===== config.mk =====
export PLATFORM = sky130hd
export DESIGN_NAME = cipher_err_status
export DESIGN_NICKNAME = d
export VERILOG_FILES = /design/src/rtl/cues_pkg.sv /design/src/rtl/cues_cfg.sv /design/src/rtl/cues_keyparity.sv /design/src/rtl/cues_detect.sv /design/src/rtl/cues_statreg.sv /design/src/rtl/cipher_err_status.sv
export SDC_FILE = /design/constraint.sdc
export NUM_CORES = 1
export LEC_CHECK = 0
export BUFFER_PORTS_ARGS = -buffer_cell sky130_fd_sc_hd__buf_2
export CAP_MARGIN = 20
export CORE_UTILIZATION = 58
export CTS_CLUSTER_SIZE = 8
export DETAILED_ROUTE_END_ITERATION = 6
export GPL_TIMING_DRIVEN = 1
export PLACE_DENSITY = 0.83
export SYNTH_ARGS = -nofsm -noshare
export SYNTH_HDL_FRONTEND = slang
export SYNTH_SLANG_ARGS = --single-unit

===== constraint.sdc =====
create_clock -name clk -period 2.3 [get_ports clk]
set_clock_uncertainty 0.1 [all_clocks]
set_input_delay 0.46 -clock clk [delete_from_list [all_inputs] [get_ports clk]]
set_output_delay 0.46 -clock clk [all_outputs]
set_load 0.02 [all_outputs]

===== src/rtl/cues_pkg.sv =====
package cues_pkg;
    localparam int STAT_W   = 64;
    localparam int KEY_W    = 64;
    localparam int BYTE_W   = 8;
    localparam int KS_W     = 8;
    localparam int NKEYS    = 3;
    localparam int N_AUX    = 9;
    localparam int B_KPE    = 50;
    localparam int B_IE     = 51;
    localparam int B_ERE    = 52;
    localparam int B_CE     = 53;
    localparam int B_KSE    = 54;
    localparam int B_AUX    = 55;
    localparam int KS_ONE   = 8;
    localparam int KS_TWO   = 16;
    localparam int KS_THREE = 24;

    typedef enum logic [2:0] {
        SEL_KEY1  = 3'd0,
        SEL_KEY2  = 3'd1,
        SEL_KEY3  = 3'd2,
        SEL_KSIZE = 3'd3,
        SEL_DSIZE = 3'd4,
        SEL_MODE  = 3'd5,
        SEL_IV    = 3'd6,
        SEL_NONE  = 3'd7
    } reg_sel_e;

    typedef struct packed {
        logic [KEY_W-1:0] key1;
        logic [KEY_W-1:0] key2;
        logic [KEY_W-1:0] key3;
        logic [KS_W-1:0]  ksize;
        logic             tdes;
    } cfg_t;

    typedef struct packed {
        logic [0:STAT_W-1] stat;
        logic [0:STAT_W-1] mask;
        logic              irq;
    } st_t;
endpackage


===== src/rtl/cues_cfg.sv =====
module cues_cfg
    import cues_pkg::*;
#(
    parameter int DATA_W   = 64,
    parameter int TDES_BIT = 0
) (
    input  logic              clk,
    input  logic              rst_n,
    input  logic              wr_en,
    input  logic [2:0]        wr_sel,
    input  logic [DATA_W-1:0] wr_data,
    output cfg_t              cfg_o
);
    cfg_t cfg_d, cfg_q;

    always_comb begin
        cfg_d = cfg_q;
        if (wr_en) begin
            case (reg_sel_e'(wr_sel))
                SEL_KEY1:  cfg_d.key1  = wr_data[KEY_W-1:0];
                SEL_KEY2:  cfg_d.key2  = wr_data[KEY_W-1:0];
                SEL_KEY3:  cfg_d.key3  = wr_data[KEY_W-1:0];
                SEL_KSIZE: cfg_d.ksize = wr_data[KS_W-1:0];
                SEL_MODE:  cfg_d.tdes  = wr_data[TDES_BIT];
                default: ;
            endcase
        end
    end

    always_ff @(posedge clk) begin
        if (!rst_n) cfg_q <= '0;
        else        cfg_q <= cfg_d;
    end

    assign cfg_o = cfg_q;
endmodule


===== src/rtl/cues_keyparity.sv =====
module cues_keyparity
    import cues_pkg::*;
(
    input  cfg_t cfg,
    input  logic start,
    output logic kpe_evt
);
    localparam int NBYTES = KEY_W / BYTE_W;

    logic [KEY_W-1:0] keys [NKEYS];
    logic [NKEYS-1:0] bad;
    logic [NKEYS-1:0] used;

    assign keys[0] = cfg.key1;
    assign keys[1] = cfg.key2;
    assign keys[2] = cfg.key3;

    for (genvar k = 0; k < NKEYS; k++) begin : g_key
        logic [NBYTES-1:0] byte_even;
        for (genvar b = 0; b < NBYTES; b++) begin : g_byte
            assign byte_even[b] = ~(^keys[k][b*BYTE_W +: BYTE_W]);
        end
        assign bad[k] = |byte_even;
    end

    assign used[0] = 1'b1;
    assign used[1] = cfg.tdes && (cfg.ksize == KS_W'(KS_TWO) || cfg.ksize == KS_W'(KS_THREE));
    assign used[2] = cfg.tdes && (cfg.ksize == KS_W'(KS_THREE));

    assign kpe_evt = start && |(bad & used);
endmodule


===== src/rtl/cues_detect.sv =====
module cues_detect
    import cues_pkg::*;
#(
    parameter int DATA_W = 64
) (
    input  logic              wr_en,
    input  logic [2:0]        wr_sel,
    input  logic [DATA_W-1:0] wr_data,
    input  logic              rd_en,
    input  logic [2:0]        rd_sel,
    input  logic              busy,
    input  logic              tdes,
    output logic              ce_evt,
    output logic              ere_evt,
    output logic              kse_evt
);
    logic [KS_W-1:0] ks_val;
    logic            ks_ok;

    assign ks_val = wr_data[KS_W-1:0];

    always_comb begin
        ks_ok   = (ks_val == KS_W'(KS_ONE) && !tdes)
               || ((ks_val == KS_W'(KS_TWO) || ks_val == KS_W'(KS_THREE)) && tdes);
        ce_evt  = wr_en && busy && (reg_sel_e'(wr_sel) != SEL_NONE);
        ere_evt = rd_en && busy && (reg_sel_e'(rd_sel) == SEL_IV);
        kse_evt = wr_en && (reg_sel_e'(wr_sel) == SEL_KSIZE) && !ks_ok;
    end
endmodule


===== src/rtl/cues_statreg.sv =====
module cues_statreg
    import cues_pkg::*;
(
    input  logic              clk,
    input  logic              rst_n,
    input  logic [0:STAT_W-1] evt,
    input  logic              mask_wr_en,
    input  logic [0:STAT_W-1] mask_wr_data,
    output logic [0:STAT_W-1] stat_o,
    output logic [0:STAT_W-1] mask_o,
    output logic              irq_o
);
    localparam logic [0:STAT_W-1] VALID = {{B_KPE{1'b0}}, {(STAT_W-B_KPE){1'b1}}};

    st_t               st_d, st_q;
    logic [0:STAT_W-1] clr;
    logic [0:STAT_W-1] set;

    always_comb begin
        clr       = mask_wr_en ? (mask_wr_data & VALID) : '0;
        set       = evt & ~st_q.mask & VALID;
        st_d      = st_q;
        st_d.stat = (st_q.stat & ~clr) | set;
        st_d.mask = mask_wr_en ? (mask_wr_data & VALID) : st_q.mask;
        st_d.irq  = |st_q.stat;
    end

    always_ff @(posedge clk) begin
        if (!rst_n) st_q <= '0;
        else        st_q <= st_d;
    end

    assign stat_o = st_q.stat;
    assign mask_o = st_q.mask;
    assign irq_o  = st_q.irq;

    assert_no_set_when_masked_R2: assert property (@(posedge clk) disable iff (!rst_n)
        1'b1 |=> ((st_q.stat & ~$past(st_q.stat) & $past(st_q.mask)) == '0));

    assert_sticky_until_clear_R10: assert property (@(posedge clk) disable iff (!rst_n)
        1'b1 |=> (($past(st_q.stat) & ~$past(clr) & ~st_q.stat) == '0));

    assert_event_beats_clear_R10: assert property (@(posedge clk) disable iff (!rst_n)
        1'b1 |=> (($past(evt) & ~$past(st_q.mask) & $past(VALID) & ~st_q.stat) == '0));
endmodule


===== src/rtl/cipher_err_status.sv =====
module cipher_err_status
    import cues_pkg::*;
#(
    parameter int DATA_W   = 64,
    parameter int TDES_BIT = 0
) (
    input  logic              clk,
    input  logic              rst_n,
    input  logic              wr_en,
    input  logic [2:0]        wr_sel,
    input  logic [DATA_W-1:0] wr_data,
    input  logic              rd_en,
    input  logic [2:0]        rd_sel,
    input  logic              mask_wr_en,
    input  logic [0:63]       mask_wr_data,
    input  logic              eng_busy,
    input  logic              eng_start,
    input  logic              int_err_pulse,
    input  logic [0:8]        aux_err_pulse,
    output logic [0:63]       status_o,
    output logic [0:63]       mask_o,
    output logic              halt_o,
    output logic              irq_o
);
    cfg_t              cfg;
    logic              kpe_evt, ce_evt, ere_evt, kse_evt;
    logic [0:STAT_W-1] evt;

    cues_cfg #(.DATA_W(DATA_W), .TDES_BIT(TDES_BIT)) u_cfg (
        .clk(clk), .rst_n(rst_n), .wr_en(wr_en), .wr_sel(wr_sel),
        .wr_data(wr_data), .cfg_o(cfg)
    );

    cues_keyparity u_par (.cfg(cfg), .start(eng_start), .kpe_evt(kpe_evt));

    cues_detect #(.DATA_W(DATA_W)) u_det (
        .wr_en(wr_en), .wr_sel(wr_sel), .wr_data(wr_data), .rd_en(rd_en),
        .rd_sel(rd_sel), .busy(eng_busy), .tdes(cfg.tdes),
        .ce_evt(ce_evt), .ere_evt(ere_evt), .kse_evt(kse_evt)
    );

    always_comb begin
        evt        = '0;
        evt[B_KPE] = kpe_evt;
        evt[B_IE]  = int_err_pulse;
        evt[B_ERE] = ere_evt;
        evt[B_CE]  = ce_evt;
        evt[B_KSE] = kse_evt;
        for (int i = 0; i < N_AUX; i++) evt[B_AUX+i] = aux_err_pulse[i];
    end

    cues_statreg u_stat (
        .clk(clk), .rst_n(rst_n), .evt(evt), .mask_wr_en(mask_wr_en),
        .mask_wr_data(mask_wr_data), .stat_o(status_o), .mask_o(mask_o),
        .irq_o(irq_o)
    );

    assign halt_o = |status_o;

    assert_halt_then_irq_R3: assert property (@(posedge clk) disable iff (!rst_n)
        halt_o |=> irq_o);

    assert_ctx_write_R8: assert property (@(posedge clk) disable iff (!rst_n)
        (wr_en && eng_busy && wr_sel != 3'd7 && !mask_o[B_CE]) |=> status_o[B_CE]);

    assert_early_read_R7: assert property (@(posedge clk) disable iff (!rst_n)
        (rd_en && eng_busy && rd_sel == 3'd6 && !mask_o[B_ERE]) |=> status_o[B_ERE]);

    assert_bad_ksize_R6: assert property (@(posedge clk) disable iff (!rst_n)
        (wr_en && wr_sel == 3'd3 && wr_data[7:0] == 8'd12 && !mask_o[B_KSE]) |=> status_o[B_KSE]);

    assert_internal_err_R9: assert property (@(posedge clk) disable iff (!rst_n)
        (int_err_pulse && !mask_o[B_IE]) |=> status_o[B_IE]);
endmodule


* After elaboration in Yosys (flattened, before gate mapping) *
Index checks and enable logic that the tools add are counted.

word-level totals
  flip-flop bits (word level) = 280
  bits of input ports = 151
  output and inout port bits = 130

cells by class
  equal/unequal tests = 11
  mux-type cells = 1
  bitwise operators = 30
  reduce and logical (&&, ||, !) cells = 51

operators with widths
  kind                number
  $reduce_xor 8->1    24
  $and 64x64->64      1
  $not 64->64         1
  $or 64x14->64       1
  $reduce_or 64->1    1
  $eq 8x5->1 const B  4
  $not 1->1           24
  $reduce_or 8->1     3
  $and 14x14->14      1
  $mux 14             1
  $not 14->14         1
  $logic_and 1x1->1   11
  $reduce_and 2->1    5
  $eq 8x4->1 const B  1
  $eq 3x2->1 const B  2
  $eq 3x3->1 const B  2
  $and 3x3->3         1
  $eq 3x1->1 const B  1
  $logic_not 3->1     1
  $logic_or 1x1->1    3
  $ne 3x3->1 const B  1
  $reduce_or 3->1     1
  $logic_not 1->1     2

* Longest topological paths before layout *
Gate-level depths: netlist of run 1.

  depth in word-level cells = 8
  depth in mapped cells = 6
  mapped depth without buffers = 6

* By module *
From an unflattened synthesis of run 1, not the netlist that was laid out.

unflattened totals
  cells, all modules = 1149
  area, all modules = 11217.0 µm²

by module, submodules not included
  module             times used  cells each  area an instance (µm²)  sequential area each (µm²)
  cues_cfg           1           723         7509.7                  4023.9
  cues_statreg       1           212         1944.4                  580.6
  cues_keyparity     1           181         1551.5                  0.0
  cipher_err_status  1           22          142.6                   0.0
  cues_detect        1           11          68.8                    0.0

* Worst setup path before layout of run 1 *
No wires, ideal clock.

  path kind = input -> register
  start point = input wr_data[2]
  end point = register u_stat.st_q, in the netlist u_stat.stat_o[54]
  setup time = 0.115 ns
  data arrival time = 1.401 ns
  data required time = 2.085 ns
  setup slack = 0.683 ns
  stages = 5
  cells stage by stage = or4_1 nor4_1 nor3_1 a21oi_1 nor2b_1

between the ends
  longest elaborated chain between the ends = 8

RTL lines
  element               line                     RTL
  start, declared       cipher_err_status.sv:11  input logic [DATA_W-1:0] wr_data,
  $eq 8x5->1            cues_detect.sv:24        || ((ks_val == KS_W'(KS_TWO) || ks_val == KS_W'(KS_THREE)) && tdes);
  $logic_or 1x1->1      cues_detect.sv:24
  $logic_and 1x1->1     cues_detect.sv:24
  $logic_or 1x1->1 *    cues_detect.sv:24
  $logic_not 1->1 *     cues_detect.sv:27        kse_evt = wr_en && (reg_sel_e'(wr_sel) == SEL_KSIZE) && !ks_ok;
  $logic_and 1x1->1 *   cues_detect.sv:27
  $and 14x14->14 *      cues_statreg.sv:21       set = evt & ~st_q.mask & VALID;
  $or 64x14->64 *       cues_statreg.sv:23       st_d.stat = (st_q.stat & ~clr) | set;
  end signal, assigned  cues_statreg.sv:30       else st_q <= st_d;
  end, declared         cues_statreg.sv:15       st_t st_d, st_q;

Every way passes the cells marked *; elsewhere a longest branch is shown, timed or not.
A chain may end at the register's enable or synchronous reset.

* Worst setup path in the final report of run 1 *
  start point = register u_stat.st_q, in the netlist u_stat.stat_o[61]
  end point = output halt_o

between the ends
  longest elaborated chain between the ends = 1

RTL lines
  element           line                     RTL
  $reduce_or 64->1  cipher_err_status.sv:58  assign halt_o = |status_o;
  end, declared     cipher_err_status.sv:22  output logic halt_o,

Every way passes these cells.

==> impl_metrics.json, run 1 <==
{
  "status": "completed",
  "setup_violations": 0,
  "start_util": 0.6004,
  "postSynthCellCount": 1292,
  "synthTopCellsByArea": "dfxtp_1, nand2_1, xnor2_1",
  "slew_viol_final": 0,
  "cp-start-kind": "register",
  "post-route-period-util": 0.9091,
  "path_class": "reg2out",
  "avgSynthCellArea_um2": 8.461,
  "cts_max_path_buffers": 3,
  "dp_hpwl_mm": 14.96,
  "cp_slowest_cell": "nor4_1",
  "synth_area_um2": 10930,
  "powerDensity_nw_per_um2": 776.2,
  "worstHoldPathCells": 3,
  "rows": 49,
  "worstReg2RegEnd": "u_stat.stat_o[50]",
  "post-route-min-period_ps": 2091,
  "n_fill_cell": 1458,
  "yosysSeqAreaShare": 0.4212,
  "multi_input_area_um2": 5640,
  "clock.fmax_mhz": 478.3,
  "die_area_um2": 19400,
  "rsz0062_at_grt": "false",
  "max-cap-violations": 0,
  "worst-path-buf-inv": 1,
  "ios": 281,
  "ff2ff_setup_slack_ps": 510,
  "drt_wl_total_mm": 22.45,
  "ys_ff_latch": 230,
  "wl_per_cell_um": 13.72,
  "cts.sinks": 230,
  "dr.pass1.iters": 5,
  "synthArstFlopShare": 0,
  "root_buffer": "clkbuf_16",
  "p_leak_nw": 4.668,
  "synth_edf_count": 0,
  "port-buffer-count": 130,
  "ant_nets": 0,
  "hold_violations": 0,
  "postCtsSetupBuffers": 0,
  "die_height_um": 139.3,
  "vias": 8246,
  "chipWidth_um": 139.3,
  "initialDrtViolationCount": 444,
  "gr-total-overflow": 0,
  "avgViaCountPerCell": 5.040,
  "arrival_ps": 1530,
  "first_global_vias": 7696,
  "synth_top_cell_by_area": "dfxtp_1",
  "r2r-start": "u_cfg.cfg_o[70]",
  "path_delay_family": "simple AND/OR/NAND/NOR gates",
  "grtUsageTotal": 0.2333,
  "cts_max_level": 2,
  "core_um2": 18210,
  "min_to": "u_cfg.cfg_o[112]",
  "cts_resized": 0,
  "cp_max_fo": 3,
  "crit_chain": "nor4_1 > nand4_1 > buf_2",
  "endpoint_kind": "output port",
  "antenna_cells": 0,
  "finalNetCount": 1556,
  "hold_buffers": 0,
  "holdCritStartpoint": "wr_data[39]",
  "seq_area_um2": 4604,
  "drive_gt1_frac": 0.1336,
  "ys_types": 32,
  "clock_latency_ps": 490,
  "area_growth_syn_to_layout_pct": 12.67,
  "grt_max_degree": 65,
  "cts_tree": "built",
  "required_ps": 1740,
  "synth_ff_type": "dfxtp_1",
  "ir_drop_mv": 0.5314,
  "grt_first_pass_wirelength_mm": 37.06,
  "yosysMostFrequentCell": "nand2_1",
  "yosys_warnings": 0,
  "hp-class": "in2reg",
  "drc": 0,
  "cts_buffers": 34,
  "gp_congestion": 0.7420,
  "clkTransAtPathRegs_ps": 50,
  "synth_commonest_cells": "nand2_1, dfxtp_1, xnor2_1",
  "slowest_delay_ps": 380,
  "setup_tns_ps": 0,
  "antenna_found_initial": 0,
  "synth_top_area_frac": 0.4212,
  "critPathLaunch": "u_stat.stat_o[61]",
  "design_power_total_mw": 9.560,
  "rr_worst_depth": 6
}
worst register-to-register path, delay by kind of cell, from the launching register on:
kind,cells,cell delay [ps]
compound gates,1,250
xor+xnor,3,660
flops,1,340
simple gates,2,320
worst max path at each step:
| stage | endpoint | cells after the start | slack (ps) |
|---|---|---|---|
| after global routing | halt_o | 3 | 70 |
| final | halt_o | 3 | 210 |
| after global placement | u_stat.stat_o[54] | 6 | 380 |
| after floorplan | u_stat.stat_o[54] | 5 | 680 |
| after CTS | halt_o | 3 | 150 |
| after detailed placement | u_stat.stat_o[54] | 6 | 390 |
cell type report:
class                   instances  area share
multi-input cells             995      0.4579
flip-flops and latches        230      0.3738
clock buffers                  38     0.07629
repair buffers                144     0.06867
well taps                     229     0.02326
kinds of logic after synthesis:
group	after synthesis	share of synthesized area
XOR/XNOR	168	0.1346
buffers and inverters	166	0.09832
flip-flops	230	0.4212
AND/OR/NAND/NOR	494	0.1882
other	1	0.0003430
multiplexers	1	0.0009157
AO/OA/AOI/OAI	232	0.1565
cell usage in the layout (no fill, tap or decap), drive strengths merged:
master / Yosys / layout
a21boi: 216 / 216
a21oi: 13 / 13
and2: 1 / 1
and4b: 1 / 1
buf: 131 / 144
clkbuf: 35 / 38
conb: 1 / 100
dfxtp: 230 / 230
mux2i: 1 / 1
nand2: 420 / 420
nand2b: 17 / 17
nand3: 5 / 5
nand4: 6 / 6
nand4b: 2 / 2
nor2: 5 / 5
nor2b: 25 / 25
nor3: 3 / 3
nor3b: 3 / 3
nor4: 4 / 4
nor4b: 1 / 1
o2111ai: 1 / 1
o211ai: 1 / 1
o31ai: 1 / 1
or4: 1 / 1
xnor2: 144 / 144
xor2: 24 / 24
power by group:
group	internal, mW	switching [mW]	leakage, nW	total, mW
registers	4.10	0.0712	1.87	4.17
logic	0.360	0.582	2.34	0.942
clock network	2.83	1.62	0.463	4.44
total	7.29	2.27	4.67	9.56
metal layers:
layer / GRT usage / up-vias / wire [um]
li1: - / 4144 / -
met1: 0.2849 / 3825 / 9733
met2: 0.4092 / 237 / 10970
met3: 0.04680 / 40 / 1248
met4: 0.07778 / 0 / 499
met5: 0 / - / 0
state kept, by name (all words and copies together), names as in the netlist:
signal	flops
u_stat.mask_o	14
u_stat.stat_o	14
u_cfg.cfg_o	201
u_stat.irq_o	1
stage by stage:
stage	area [um^2]	hold WS [ps]	setup WS (ps)	utilization	std cells
2_1_floorplan	11300	339.4	683.2	-	1391
3_3_place_gp	11380	346.3	378.2	0.6248	1598
3_5_place_dp	11380	356.6	394.6	0.6248	1598
4_1_cts	12320	113.7	149.1	0.6764	1636
5_1_grt	12320	125.9	67.58	0.6764	1636
6_report	12320	129.0	209.2	0.6764	1636
Note: power is estimated with default switching activity, not from simulation.
==> run 2, diff against run 1 <==
CORE_UTILIZATION = 59   (was 58)
CTS_BUF_LIST = sky130_fd_sc_hd__clkbuf_2   (was not set)
PLACE_DENSITY = 0.85   (was 0.83)
==> run 2 against run 1 <==
Compared with the run above: the flow now finishes with violations (design-rule violations, negative setup slack); design area up 4.9%; via count up 7.7%; hold slack worse by 16 ps; power down 19%; core utilization up 3.8 points; sequential power about the same; maximum frequency down 14%; final cell count up 9.9%; first-iteration DRC count up 22%; die area down 1.7%; combinational power up 16%; routed wire length up 7.3%; largest cell class unchanged.
==> impl_metrics.json, run 2 (same netlist as run 1, synthesis figures left out) <==
{
  "dr.pass1.iters": 7,
  "drive_gt1_frac": 0.1511,
  "ios": 281,
  "cts_tree": "built",
  "wl_per_cell_um": 13.40,
  "avgViaCountPerCell": 4.939,
  "cts_max_path_buffers": 3,
  "largest_reg_flops": 201,
  "worstMarginPinSlew_ps": 518.2,
  "root_buffer": "clkbuf_2",
  "p_leak_nw": 5.010,
  "cts_max_level": 2,
  "setup_violations": 1,
  "clockPowerShare": 0.324,
  "max-cap-violations": 0,
  "grtUsageTotal": 0.2538,
  "chipWidth_um": 138.1,
  "cp_slowest_cell": "dfxtp_2",
  "ir_drop_mv": 0.3440,
  "mostFrequentLayoutCells": "nand2_1, dfxtp_1, xnor2_1",
  "swShare": 0.2920,
  "required_ps": 1740,
  "powerDensity_nw_per_um2": 601.7,
  "violations": "design-rule violations, negative setup slack",
  "cts.sinks": 230,
  "post-route-min-period_ps": 2430,
  "rr_worst_depth": 6,
  "post-route-period-util": 1.056,
  "rows": 49,
  "p_switching_mw": 2.270,
  "gr-total-overflow": 0,
  "r2r-start": "u_cfg.cfg_o[128]",
  "slew_viol_final": 0,
  "placed_cells": 1595,
  "setup_tns_ps": -129.5,
  "start_util": 0.6044,
  "die_height_um": 138.1,
  "cp-start-kind": "register",
  "final_cells": 1798,
  "initialDrtViolationCount": 541,
  "endpoint_kind": "output port",
  "clock_latency_ps": 810,
  "critPathLaunch": "u_stat.stat_o[50]",
  "gp_congestion": 0.7766,
  "seq_power_share": 0.536,
  "vias": 8881,
  "finalNetCount": 1681,
  "cp_max_fo": 3,
  "first_global_vias": 8542,
  "clkTransAtPathRegs_ps": 100,
  "rsz0062_at_grt": "true",
  "grt_first_pass_wirelength_mm": 39.83,
  "utilization": 0.7144,
  "status": "finished, violations left",
  "path_class": "reg2out",
  "cts_buffers": 57,
  "power.internal_mw": 5.504,
  "ff2ff_setup_slack_ps": 550,
  "crit_chain": "nor4_4 > nand4_1 > buf_2",
  "dp_hpwl_mm": 14.82,
  "port-buffer-count": 130,
  "core_um2": 18090,
  "slowest_delay_ps": 360,
  "area_growth_syn_to_layout_pct": 18.19,
  "clock.fmax_mhz": 411.6,
  "p_comb_frac": 0.140,
  "setup_slack_ps": -129.5,
  "holdCritStartpoint": "mask_wr_en",
  "hold_violations": 0,
  "min_to": "u_stat.mask_o[53]",
  "drt_wl_total_mm": 24.09,
  "arrival_ps": 1870,
  "final_common_cell": "nand2_1",
  "grt_max_degree": 95,
  "worstHoldPathCells": 4,
  "drc": 50,
  "dp_slack_ps": 405.5,
  "antenna_found_initial": 1,
  "hp-class": "in2reg",
  "die_area_um2": 19080,
  "ant_nets": 0,
  "max-slew-margin-rel": 0.6532,
  "worstReg2RegEnd": "u_stat.stat_o[50]"
}
run 2: cell types whose count changed in the layout (fill, tap and decap cells not counted):
| cell | before | now |
|---|---|---|
| nor4_4 | 0 | 2 |
| clkinv_1 | 0 | 12 |
| dfxtp_2 | 0 | 2 |
| dfxtp_1 | 230 | 228 |
| clkbuf_8 | 1 | 0 |
| dlygate4sd3_1 | 0 | 104 |
| clkinv_2 | 0 | 3 |
| inv_2 | 0 | 1 |
| buf_12 | 7 | 8 |
| diode_2 | 0 | 1 |
| clkbuf_2 | 0 | 81 |
| buf_4 | 8 | 5 |
| nor4_1 | 4 | 2 |
| clkbuf_16 | 37 | 0 |
run 2: layer usage:
metal	wire [um]	global-route usage	vias to the layer above
li1	-	-	4433
met1	9945	0.2907	4114
met2	12030	0.4501	282
met3	1395	0.05819	52
met4	725	0.1165	0
met5	0	0	-
run 2: worst max-delay path by stage:
stage,endpoint,slack [ps]
2_1_floorplan,u_stat.stat_o[54],680
3_3_place_gp,u_stat.stat_o[54],400
5_1_grt,halt_o,-240
6_report,halt_o,-130
4_1_cts,halt_o,-140
3_5_place_dp,u_stat.stat_o[54],410
run 2: power groups by stage:
stage	clock network (mW)	registers, mW	logic, mW
after global placement	0	4.24	0.921
after CTS	2.61	4.16	1.08
after global routing	2.83	4.18	1.18
after floorplan	0	4.28	0.744
after detailed placement	0	4.25	0.934
final	2.52	4.17	1.09
run 2: through the flow:
step                      area [um^2]  hold WS, ps  power (mW)
after floorplan                 11300        339.4       5.020
after global placement          11370        346.3       5.165
after detailed placement        11370        355.8       5.184
after CTS                       12900        25.56       7.851
after global routing            12920        79.90       8.185
final                           12920        112.8       7.774
run 2: final cells by class:
type                       count  area (um^2)
fill                        1411         5166
multi-input combinational    995         5670
sequential                   230         4607
tap                          229        286.5
clock inverter                16        63.81
antenna                        1        2.502
timing repair buffer         246         1884
clock buffer                  81        405.4
run 2: worst max-delay path: cells and delay by family (launching register included):
family	cells	cell delay [ps]
simple gates	2	510
flops	1	360
buf+inv	1	200
run 2: timing repair:
| item | CTS | global route |
|---|---|---|
| setup endpoints to repair | 1 | 1 |
| buffers inserted | 0 | 1 |
| gates resized for setup | 4 | 2 |
| cloned | 0 | 0 |
| hold buffers | 104 | 0 |
| pin swaps | 1 | 2 |
| hold endpoints to repair | 229 | 0 |
